### src/rtl/lsm_pkg.sv
package lsm_pkg;
    // Slot decoder phases
    typedef enum logic [2:0] {
        ST_IDLE,        // waiting for a falling edge
        ST_BIT_SAMPLE,  // counting to the bit sample tick
        ST_BIT_END,     // counting to the slot end tick
        ST_WAIT_HIGH,   // line held low past slot end; measure the low
        ST_PRES_SAMPLE, // counting to the presence sample tick
        ST_RST_END      // counting to the end of the reset slot
    } lsm_state_e;
endpackage

### src/rtl/lsm_line_sync.sv
// Two-flop synchronizer for the raw bus line, plus a one-sample history
// register, so that edges come from comparing consecutive samples.
// Assumes the bus idles high, so every stage resets to 1.
module lsm_line_sync (
    input  logic clk,
    input  logic rst_n,
    input  logic line_raw,
    output logic line_s,
    output logic line_fall,
    output logic line_rise
);
    logic meta_q;
    logic samp_q;
    logic prev_q;

    // Sync chain and history register.
    always_ff @(posedge clk) begin
        if (!rst_n) begin
            meta_q <= 1'b1;
            samp_q <= 1'b1;
            prev_q <= 1'b1;
        end else begin
            meta_q <= line_raw;
            samp_q <= meta_q;
            prev_q <= samp_q;
        end
    end

    assign line_s    = samp_q;
    assign line_fall = prev_q & ~samp_q;
    assign line_rise = ~prev_q & samp_q;

    // the synchronized level follows the raw line two edges later
    assert_sync_lag_R12: assert property (@(posedge clk) disable iff (!rst_n)
        $past(rst_n, 2) |-> (samp_q == $past(line_raw, 2)));
endmodule

### src/rtl/lsm_dur_counter.sv
// Tick counter for the duration since the last marked edge. A restart
// loads 1, so the value equals the ticks elapsed since the marking cycle.
// It saturates at its maximum so that a very long low can never wrap.
module lsm_dur_counter #(
    parameter int CNT_W = 12
) (
    input  logic             clk,
    input  logic             rst_n,
    input  logic             restart,
    output logic [CNT_W-1:0] count
);
    localparam logic [CNT_W-1:0] CNT_MAX = '1;
    localparam logic [CNT_W-1:0] CNT_ONE = CNT_W'(1);

    logic [CNT_W-1:0] cnt_q;

    // Restart, count up, or hold at the ceiling.
    always_ff @(posedge clk) begin
        if (!rst_n)
            cnt_q <= CNT_MAX;
        else if (restart)
            cnt_q <= CNT_ONE;
        else if (cnt_q != CNT_MAX)
            cnt_q <= cnt_q + CNT_ONE;
    end

    assign count = cnt_q;

    // once at the ceiling, the count stays there until a restart
    assert_no_wrap_R10: assert property (@(posedge clk) disable iff (!rst_n)
        (cnt_q == CNT_MAX && !restart) |=> (cnt_q == CNT_MAX));
    // a restart always yields one elapsed tick
    assert_restart_one_R10: assert property (@(posedge clk) disable iff (!rst_n)
        restart |=> (cnt_q == CNT_ONE));
endmodule

### src/rtl/lsm_cmd_track.sv
// Collects the first CMD_BITS decoded bits after a standard reset,
// LSB-first, and raises the fast-timing flag when the finished byte
// matches either selector value. Later bits are ignored. Assumes
// bit_take and std_clear never arrive in the same cycle.
module lsm_cmd_track #(
    parameter int          CMD_BITS = 8,
    parameter int unsigned SEL_A    = 'h3C,
    parameter int unsigned SEL_B    = 'h69
) (
    input  logic clk,
    input  logic rst_n,
    input  logic bit_take,
    input  logic bit_val,
    input  logic std_clear,
    output logic fast_mode
);
    localparam int CW = $clog2(CMD_BITS + 1);
    localparam int IW = (CMD_BITS > 1) ? $clog2(CMD_BITS) : 1;
    localparam logic [CW-1:0] LAST = CW'(CMD_BITS - 1);
    localparam logic [CW-1:0] FULL = CW'(CMD_BITS);
    localparam logic [CW-1:0] CW_ONE = CW'(1);
    localparam logic [CMD_BITS-1:0] PAT_A = CMD_BITS'(SEL_A);
    localparam logic [CMD_BITS-1:0] PAT_B = CMD_BITS'(SEL_B);

    logic [CW-1:0]       got_q;
    logic [CMD_BITS-1:0] cmd_q;
    logic [CMD_BITS-1:0] cmd_next;
    logic                fast_q;

    // Command byte with the incoming bit inserted at its position.
    always_comb begin
        cmd_next = cmd_q;
        cmd_next[got_q[IW-1:0]] = bit_val;
    end

    // Bit collection and the one-time selector check.
    always_ff @(posedge clk) begin
        if (!rst_n || std_clear) begin
            got_q  <= '0;
            cmd_q  <= '0;
            fast_q <= 1'b0;
        end else if (bit_take && got_q != FULL) begin
            cmd_q <= cmd_next;
            got_q <= got_q + CW_ONE;
            if (got_q == LAST && (cmd_next == PAT_A || cmd_next == PAT_B))
                fast_q <= 1'b1;
        end
    end

    assign fast_mode = fast_q;

    // a standard reset clears the speed and the collection
    assert_std_clear_R4: assert property (@(posedge clk) disable iff (!rst_n)
        std_clear |=> (!fast_q && got_q == '0));
    // the flag can only rise with the last command bit
    assert_fast_on_last_R8: assert property (@(posedge clk) disable iff (!rst_n)
        !(bit_take && got_q == LAST) |=> !$rose(fast_q));
    // once full, the command byte is frozen until a standard reset
    assert_cmd_frozen_R9: assert property (@(posedge clk) disable iff (!rst_n)
        (got_q == FULL && !std_clear) |=> $stable(cmd_q));
endmodule

### src/rtl/line_slot_monitor.sv
// Passive slot monitor for a single-wire open-drain bus. It times the
// low and high phases after each falling edge, decodes data bits and
// reset/presence sequences, and tracks standard versus fast timing.
// Assumes: the thresholds are ordered (sample < slot < fast reset
// < standard reset, and presence sample < reset end), all are at least 1,
// and all fit in CNT_W bits.
module line_slot_monitor #(
    parameter int          CNT_W       = 12,
    parameter int          STD_SAMPLE  = 15,
    parameter int          STD_SLOT    = 60,
    parameter int          STD_RST     = 400,
    parameter int          STD_PRES    = 70,
    parameter int          STD_RST_END = 480,
    parameter int          OD_SAMPLE   = 2,
    parameter int          OD_SLOT     = 8,
    parameter int          OD_RST      = 48,
    parameter int          OD_PRES     = 8,
    parameter int          OD_RST_END  = 48,
    parameter int          CMD_BITS    = 8,
    parameter int unsigned OD_SEL_A    = 'h3C,
    parameter int unsigned OD_SEL_B    = 'h69
) (
    input  logic clk,
    input  logic rst_n,
    input  logic bus_in,
    output logic bit_valid,
    output logic bit_value,
    output logic rst_valid,
    output logic presence,
    output logic od_active
);
    import lsm_pkg::*;

    // Thresholds per timing set: index 0 standard, index 1 fast.
    localparam int NSETS = 2;
    localparam logic [CNT_W-1:0] T_STD_RST = CNT_W'(STD_RST);
    localparam logic [CNT_W-1:0] T_OD_RST  = CNT_W'(OD_RST);

    logic [CNT_W-1:0] tab_sample [NSETS];
    logic [CNT_W-1:0] tab_slot   [NSETS];
    logic [CNT_W-1:0] tab_pres   [NSETS];
    logic [CNT_W-1:0] tab_rend   [NSETS];

    genvar gi;
    generate
        for (gi = 0; gi < NSETS; gi++) begin : g_sets
            assign tab_sample[gi] = CNT_W'((gi == 0) ? STD_SAMPLE  : OD_SAMPLE);
            assign tab_slot[gi]   = CNT_W'((gi == 0) ? STD_SLOT    : OD_SLOT);
            assign tab_pres[gi]   = CNT_W'((gi == 0) ? STD_PRES    : OD_PRES);
            assign tab_rend[gi]   = CNT_W'((gi == 0) ? STD_RST_END : OD_RST_END);
        end
    endgenerate

    logic             line_s, line_fall, line_rise;
    logic [CNT_W-1:0] dur;
    logic             restart;
    logic             fast;
    lsm_state_e       st_q, st_n;

    logic cap_bit, cap_pres, take_bit, std_rst, fast_rst, done_rst;
    logic bit_cap_q, pres_lvl_q;
    logic bit_valid_q, bit_value_q, rst_valid_q, presence_q;
    logic [CNT_W-1:0] t_sample, t_slot, t_pres, t_rend;

    lsm_line_sync u_sync (
        .clk      (clk),
        .rst_n    (rst_n),
        .line_raw (bus_in),
        .line_s   (line_s),
        .line_fall(line_fall),
        .line_rise(line_rise)
    );

    lsm_dur_counter #(.CNT_W(CNT_W)) u_dur (
        .clk    (clk),
        .rst_n  (rst_n),
        .restart(restart),
        .count  (dur)
    );

    lsm_cmd_track #(
        .CMD_BITS(CMD_BITS),
        .SEL_A   (OD_SEL_A),
        .SEL_B   (OD_SEL_B)
    ) u_cmd (
        .clk      (clk),
        .rst_n    (rst_n),
        .bit_take (take_bit),
        .bit_val  (bit_cap_q),
        .std_clear(std_rst),
        .fast_mode(fast)
    );

    // Pick the thresholds of the timing set in use.
    always_comb begin
        t_sample = tab_sample[fast];
        t_slot   = tab_slot[fast];
        t_pres   = tab_pres[fast];
        t_rend   = tab_rend[fast];
    end

    // Slot decoder: next phase and the events of this tick.
    always_comb begin
        st_n     = st_q;
        restart  = 1'b0;
        cap_bit  = 1'b0;
        cap_pres = 1'b0;
        take_bit = 1'b0;
        std_rst  = 1'b0;
        fast_rst = 1'b0;
        done_rst = 1'b0;
        unique case (st_q)
            ST_IDLE: begin
                if (line_fall) begin
                    restart = 1'b1;
                    st_n    = ST_BIT_SAMPLE;
                end
            end
            ST_BIT_SAMPLE: begin
                if (dur == t_sample) begin
                    cap_bit = 1'b1;
                    st_n    = ST_BIT_END;
                end
            end
            ST_BIT_END: begin
                if (dur == t_slot) begin
                    if (line_s) begin
                        take_bit = 1'b1;
                        st_n     = ST_IDLE;
                    end else begin
                        st_n = ST_WAIT_HIGH;
                    end
                end
            end
            ST_WAIT_HIGH: begin
                if (line_s) begin
                    if (dur > T_STD_RST) begin
                        std_rst = 1'b1;
                        restart = 1'b1;
                        st_n    = ST_PRES_SAMPLE;
                    end else if (fast && dur > T_OD_RST) begin
                        fast_rst = 1'b1;
                        restart  = 1'b1;
                        st_n     = ST_PRES_SAMPLE;
                    end else begin
                        st_n = ST_IDLE;
                    end
                end
            end
            ST_PRES_SAMPLE: begin
                if (dur == t_pres) begin
                    cap_pres = 1'b1;
                    st_n     = ST_RST_END;
                end
            end
            ST_RST_END: begin
                if (dur == t_rend) begin
                    if (line_s) begin
                        done_rst = 1'b1;
                        st_n     = ST_IDLE;
                    end else begin
                        st_n = ST_WAIT_HIGH;
                    end
                end
            end
            default: st_n = ST_IDLE;
        endcase
    end

    // Phase register and captured line levels.
    always_ff @(posedge clk) begin
        if (!rst_n) begin
            st_q       <= ST_IDLE;
            bit_cap_q  <= 1'b0;
            pres_lvl_q <= 1'b1;
        end else begin
            st_q <= st_n;
            if (cap_bit)
                bit_cap_q <= line_s;
            if (cap_pres)
                pres_lvl_q <= line_s;
        end
    end

    // Registered output strobes and their data.
    always_ff @(posedge clk) begin
        if (!rst_n) begin
            bit_valid_q <= 1'b0;
            bit_value_q <= 1'b0;
            rst_valid_q <= 1'b0;
            presence_q  <= 1'b0;
        end else begin
            bit_valid_q <= take_bit;
            rst_valid_q <= done_rst;
            if (take_bit)
                bit_value_q <= bit_cap_q;
            if (done_rst)
                presence_q <= ~pres_lvl_q;
        end
    end

    assign bit_valid = bit_valid_q;
    assign bit_value = bit_value_q;
    assign rst_valid = rst_valid_q;
    assign presence  = presence_q;
    assign od_active = fast;

    // a bit is only reported when the line was high at the slot end
    assert_bit_line_high_R3: assert property (@(posedge clk) disable iff (!rst_n)
        bit_valid |-> $past(line_s));
    // the strobes never overlap
    assert_strobe_excl_R11: assert property (@(posedge clk) disable iff (!rst_n)
        !(bit_valid && rst_valid));
    // each strobe lasts a single cycle
    assert_bit_pulse_R11: assert property (@(posedge clk) disable iff (!rst_n)
        bit_valid |=> !bit_valid);
    assert_rst_pulse_R11: assert property (@(posedge clk) disable iff (!rst_n)
        rst_valid |=> !rst_valid);
    // a fast-length reset keeps the fast timing
    assert_fast_kept_R5: assert property (@(posedge clk) disable iff (!rst_n)
        fast_rst |=> od_active);
    // a reset is reported only from the end of a reset slot
    assert_rst_from_slot_R7: assert property (@(posedge clk) disable iff (!rst_n)
        rst_valid |-> $past(st_q == ST_RST_END && line_s));
    // one edge after reset release, nothing is reported
    assert_quiet_after_reset_R1: assert property (@(posedge clk)
        $past(!rst_n) |-> (!bit_valid && !rst_valid && !od_active));
endmodule

### config.mk
export PLATFORM = sky130hd
export DESIGN_NAME = line_slot_monitor
export DESIGN_NICKNAME = d
export VERILOG_FILES = /design/src/rtl/lsm_pkg.sv /design/src/rtl/lsm_line_sync.sv /design/src/rtl/lsm_dur_counter.sv /design/src/rtl/lsm_cmd_track.sv /design/src/rtl/line_slot_monitor.sv
export SDC_FILE = /design/constraint.sdc
export NUM_CORES = 1
export LEC_CHECK = 0
export BUFFER_PORTS_ARGS = -buffer_cell sky130_fd_sc_hd__buf_2
export CAP_MARGIN = 20
export CORE_MARGIN = 5
export CORE_UTILIZATION = 30
export DETAILED_ROUTE_END_ITERATION = 12
export HOLD_SLACK_MARGIN = 0.12
export PLACE_DENSITY_LB_ADDON = 0.1
export SETUP_SLACK_MARGIN = 0.1
export SLEW_MARGIN = 20
export SYNTH_ARGS = -nofsm -noshare
export SYNTH_HDL_FRONTEND = slang
export SYNTH_HIERARCHICAL = 1
export SYNTH_SLANG_ARGS = --single-unit
### constraint.sdc
create_clock -name clk -period 2.4 [get_ports clk]
set_clock_uncertainty 0.1 [all_clocks]
set_input_delay 0.24 -clock clk [delete_from_list [all_inputs] [get_ports clk]]
set_output_delay 0.24 -clock clk [all_outputs]
set_load 0.02 [all_outputs]
==> summary by stage <==
Timing
The number of hold violations in the final report is 0. The max-slew violation count is 0. Based on the critical path, the design can be clocked at up to 424 MHz. The portion of the clock cycle consumed by the worst path in the final layout is 98.4%. Setup violations remaining at the end of the flow were counted as 0. The worst-case headroom to the max-slew limit is 65.8%. Subtracting the final worst setup slack from the clock period gives 2.36 ns. Setup repair after global routing could not meet its margin everywhere. For the pin with the worst max-slew slack, the measured transition is 0.513 ns.

The smallest hold slack is 0.220 ns.

Global route
The first global-routing pass estimated 9840 µm of wire. For this run, global-route usage on met2 was measured as 21.6%. The most utilized layer in the global route result is met2. The overflow left after global routing is 0.

The number of antenna violations at the first check in global routing came to 0. The number of global-route vias before repair is 2,045. Global routing consumed, on the met1 layer, 18.3% of the routing resources. The global-route usage over all layers is 13.3%. In the global route stage, met3 resource usage came out at 2.58%. The largest net degree at the start of global routing is 22.

Critical path
At the worst endpoint, the required time is 2.52 ns. The critical path in this run is classified as flip-flop to flip-flop. STA puts the critical path data arrival time at 2.48 ns. The worst setup path is launched from a flip-flop. The peak fanout along the critical path is 6. The capturing element type of the critical path is a flip-flop.

Drt
The average routed wire per standard cell is 14.1 µm. The count of nets left with antenna violations once routing finished came out at 0. For this run, design rule violations remaining after detail routing come to 0. The final wirelength is 5560 µm. The via-per-instance ratio is 5.17. The DRC marker count from the first detailed-route iteration is 78. The via total after detailed routing is 2,030. The number of iterations in the first detailed-routing pass is 4.

Die
The starting density of the core is 30.8%. The die is 96.2 µm wide. The area of the core is 7250 µm². The overall die area is 9260 µm². The count of pins on the block boundary is 8. The die span in y is 96.2 µm.

The initialized floorplan defines 31 standard-cell rows.

Power and ir drop
The total design power is 2660 µW. The power per unit of standard cell area is 977 nW/µm². The switching share of total power is 41.5%. Combinational cells account for 51.3% of the total power. Sequential cells account for 32.6% of the total power. The maximum VDD drop is 455 µV. In this run the static leakage power is 0.00103 µW. The fraction of power consumed by the clock network is 16.1%. The internal portion of the total power is 1550 µW. Summed over all nets, the switching power comes to 1100 µW.

Finish
The number of non-filler instances in the completed layout is 393. The area growth from synthesis to layout is 22.0%. After routing the design area is 2720 µm². In the final layout, the share of cells above drive strength 1 is 26.9%.

The number of antenna repair diodes is 0. The utilization of the core after routing is 37.5%. The final layout net count is 299.

Placement
The final weighted congestion of routability-driven global placement is 0.743. The cell total after placement is 382. The number of port buffers is 7. Summing all placed instances gives a cell area of 2530 µm². The detailed placement HPWL is 4030 µm.

Clock tree
The latest clock arrival within the worst-skew pair is 0.29 ns. In this run the clock root is driven by a clkbuf_8. TritonCTS built the clock tree. For this design, the sink count on the clock tree is 37. The clock slew at the register clock pins of the worst setup and hold paths is 0.08 ns. The H-tree level count is 2. TritonCTS created 5 clock buffers. The buffer levels on the longest clock path is 2.

Logic synthesis
When the netlist entered floorplanning its net count stood at 265. The number of instances in the synthesized netlist is 259. The synthesized netlist occupies a cell area of 2230 µm². The synthesized area per cell is 8.61 µm². For this run, the number of Yosys warnings is 6.

Flow run
The tool flagged a number of max-cap violations equal to 0.

Min path
The min-delay analysis places its worst path in the category primary input to flip-flop.

Outcome
The flow ran to the end, and the final reports show no timing, DRC or antenna violations.
[placed cells by master, fill, tap and decap left out, types with 3 or more instances in the layout]
| cell type | count |
|---|---|
| nand4_1 | 10 |
| nand2_1 | 21 |
| o21ai_0 | 7 |
| clkbuf_8 | 5 |
| nand3b_1 | 7 |
| nand4b_1 | 4 |
| nor3_1 | 8 |
| buf_2 | 7 |
| mux2i_1 | 14 |
| buf_4 | 29 |
| dfxtp_1 | 33 |
| a21oi_1 | 10 |
| or3_1 | 3 |
| nand2b_1 | 5 |
| nand3_1 | 10 |
| xor2_1 | 4 |
| a31oi_1 | 3 |
| ha_1 | 3 |
| nor2_1 | 31 |
| a311oi_1 | 3 |
| nor2b_1 | 5 |
| inv_1 | 6 |
[power by group through the flow]
stage	clock network, µW	registers, µW	logic, µW
floorplan	0	938	752
global placement	0	877	1260
detailed placement	0	873	1250
CTS	445	861	1280
global route	471	891	1510
finish	427	868	1360
[final timing paths]
path / from / endpoint / slack [ns] / cells after the start
worst max-delay path: u_dur/count[1] / u_dur/count[3] / 0.04 / 8
worst max register to register: u_dur/count[1] / u_dur/count[3] / 0.04 / 8
worst min register to register: u_sync/meta_q / u_sync/line_s / 0.31 / 1
worst min-delay path: rst_n / u_dur/count[6] / 0.22 / 2
[metrics by stage]
step           setup TNS (ns)  setup WS, ns
3_3_place_gp                0        0.0409
3_5_place_dp          -0.0488       -0.0349
5_1_grt                -0.261       -0.0876
4_1_cts                     0        0.0444
2_1_floorplan               0        0.0864
6_report                    0        0.0390
[flip-flops by register name, indices dropped and copies added (netlist names)]
register         count
u_cmd/got_q          4
rst_valid            1
u_sync/line_s        1
u_dur/count         12
bit_valid            1
pres_lvl_q           1
u_sync/meta_q        1
bit_value            1
u_sync/prev_q        1
presence             1
bit_cap_q            1
u_cmd/fast_mode      1
st_q                 3
u_cmd/cmd_q          8
[worst max-delay path, stage by stage, from the launching register on]
cell	delay, ns
dfxtp_4	0.34
o41a_1	0.43
o311ai_2	0.22
a21oi_1	0.11
a41o_1	0.22
a32o_2	0.28
buf_4	0.15
or3_4	0.35
nand4_1	0.09
[per-layer routing]
| metal | vias to the layer above | wire length (µm) |
|---|---|---|
| li1 | 1037 | - |
| met1 | 966 | 2800 |
| met2 | 22 | 2570 |
| met3 | 5 | 150 |
| met4 | 0 | 39 |
| met5 | - | 0 |
[what timing repair did]
action                                  CTS  global route
pin swaps                                 7             2
endpoints found under the setup margin    8            20
gates resized for setup                   4            13
endpoints found under the hold margin     1             0
setup buffers                             0             2
hold buffers                              1             0
[layout make-up]
cell class / count / area [µm²]
fillers: 771 / 4530
multi-input cells: 205 / 1470
clock buffers: 6 / 72.6
inverters: 6 / 22.5
flip-flops and latches: 37 / 751
clock inverters: 2 / 10.0
repair buffers: 38 / 274
well taps: 99 / 124
(Power assumes the default switching activity.)
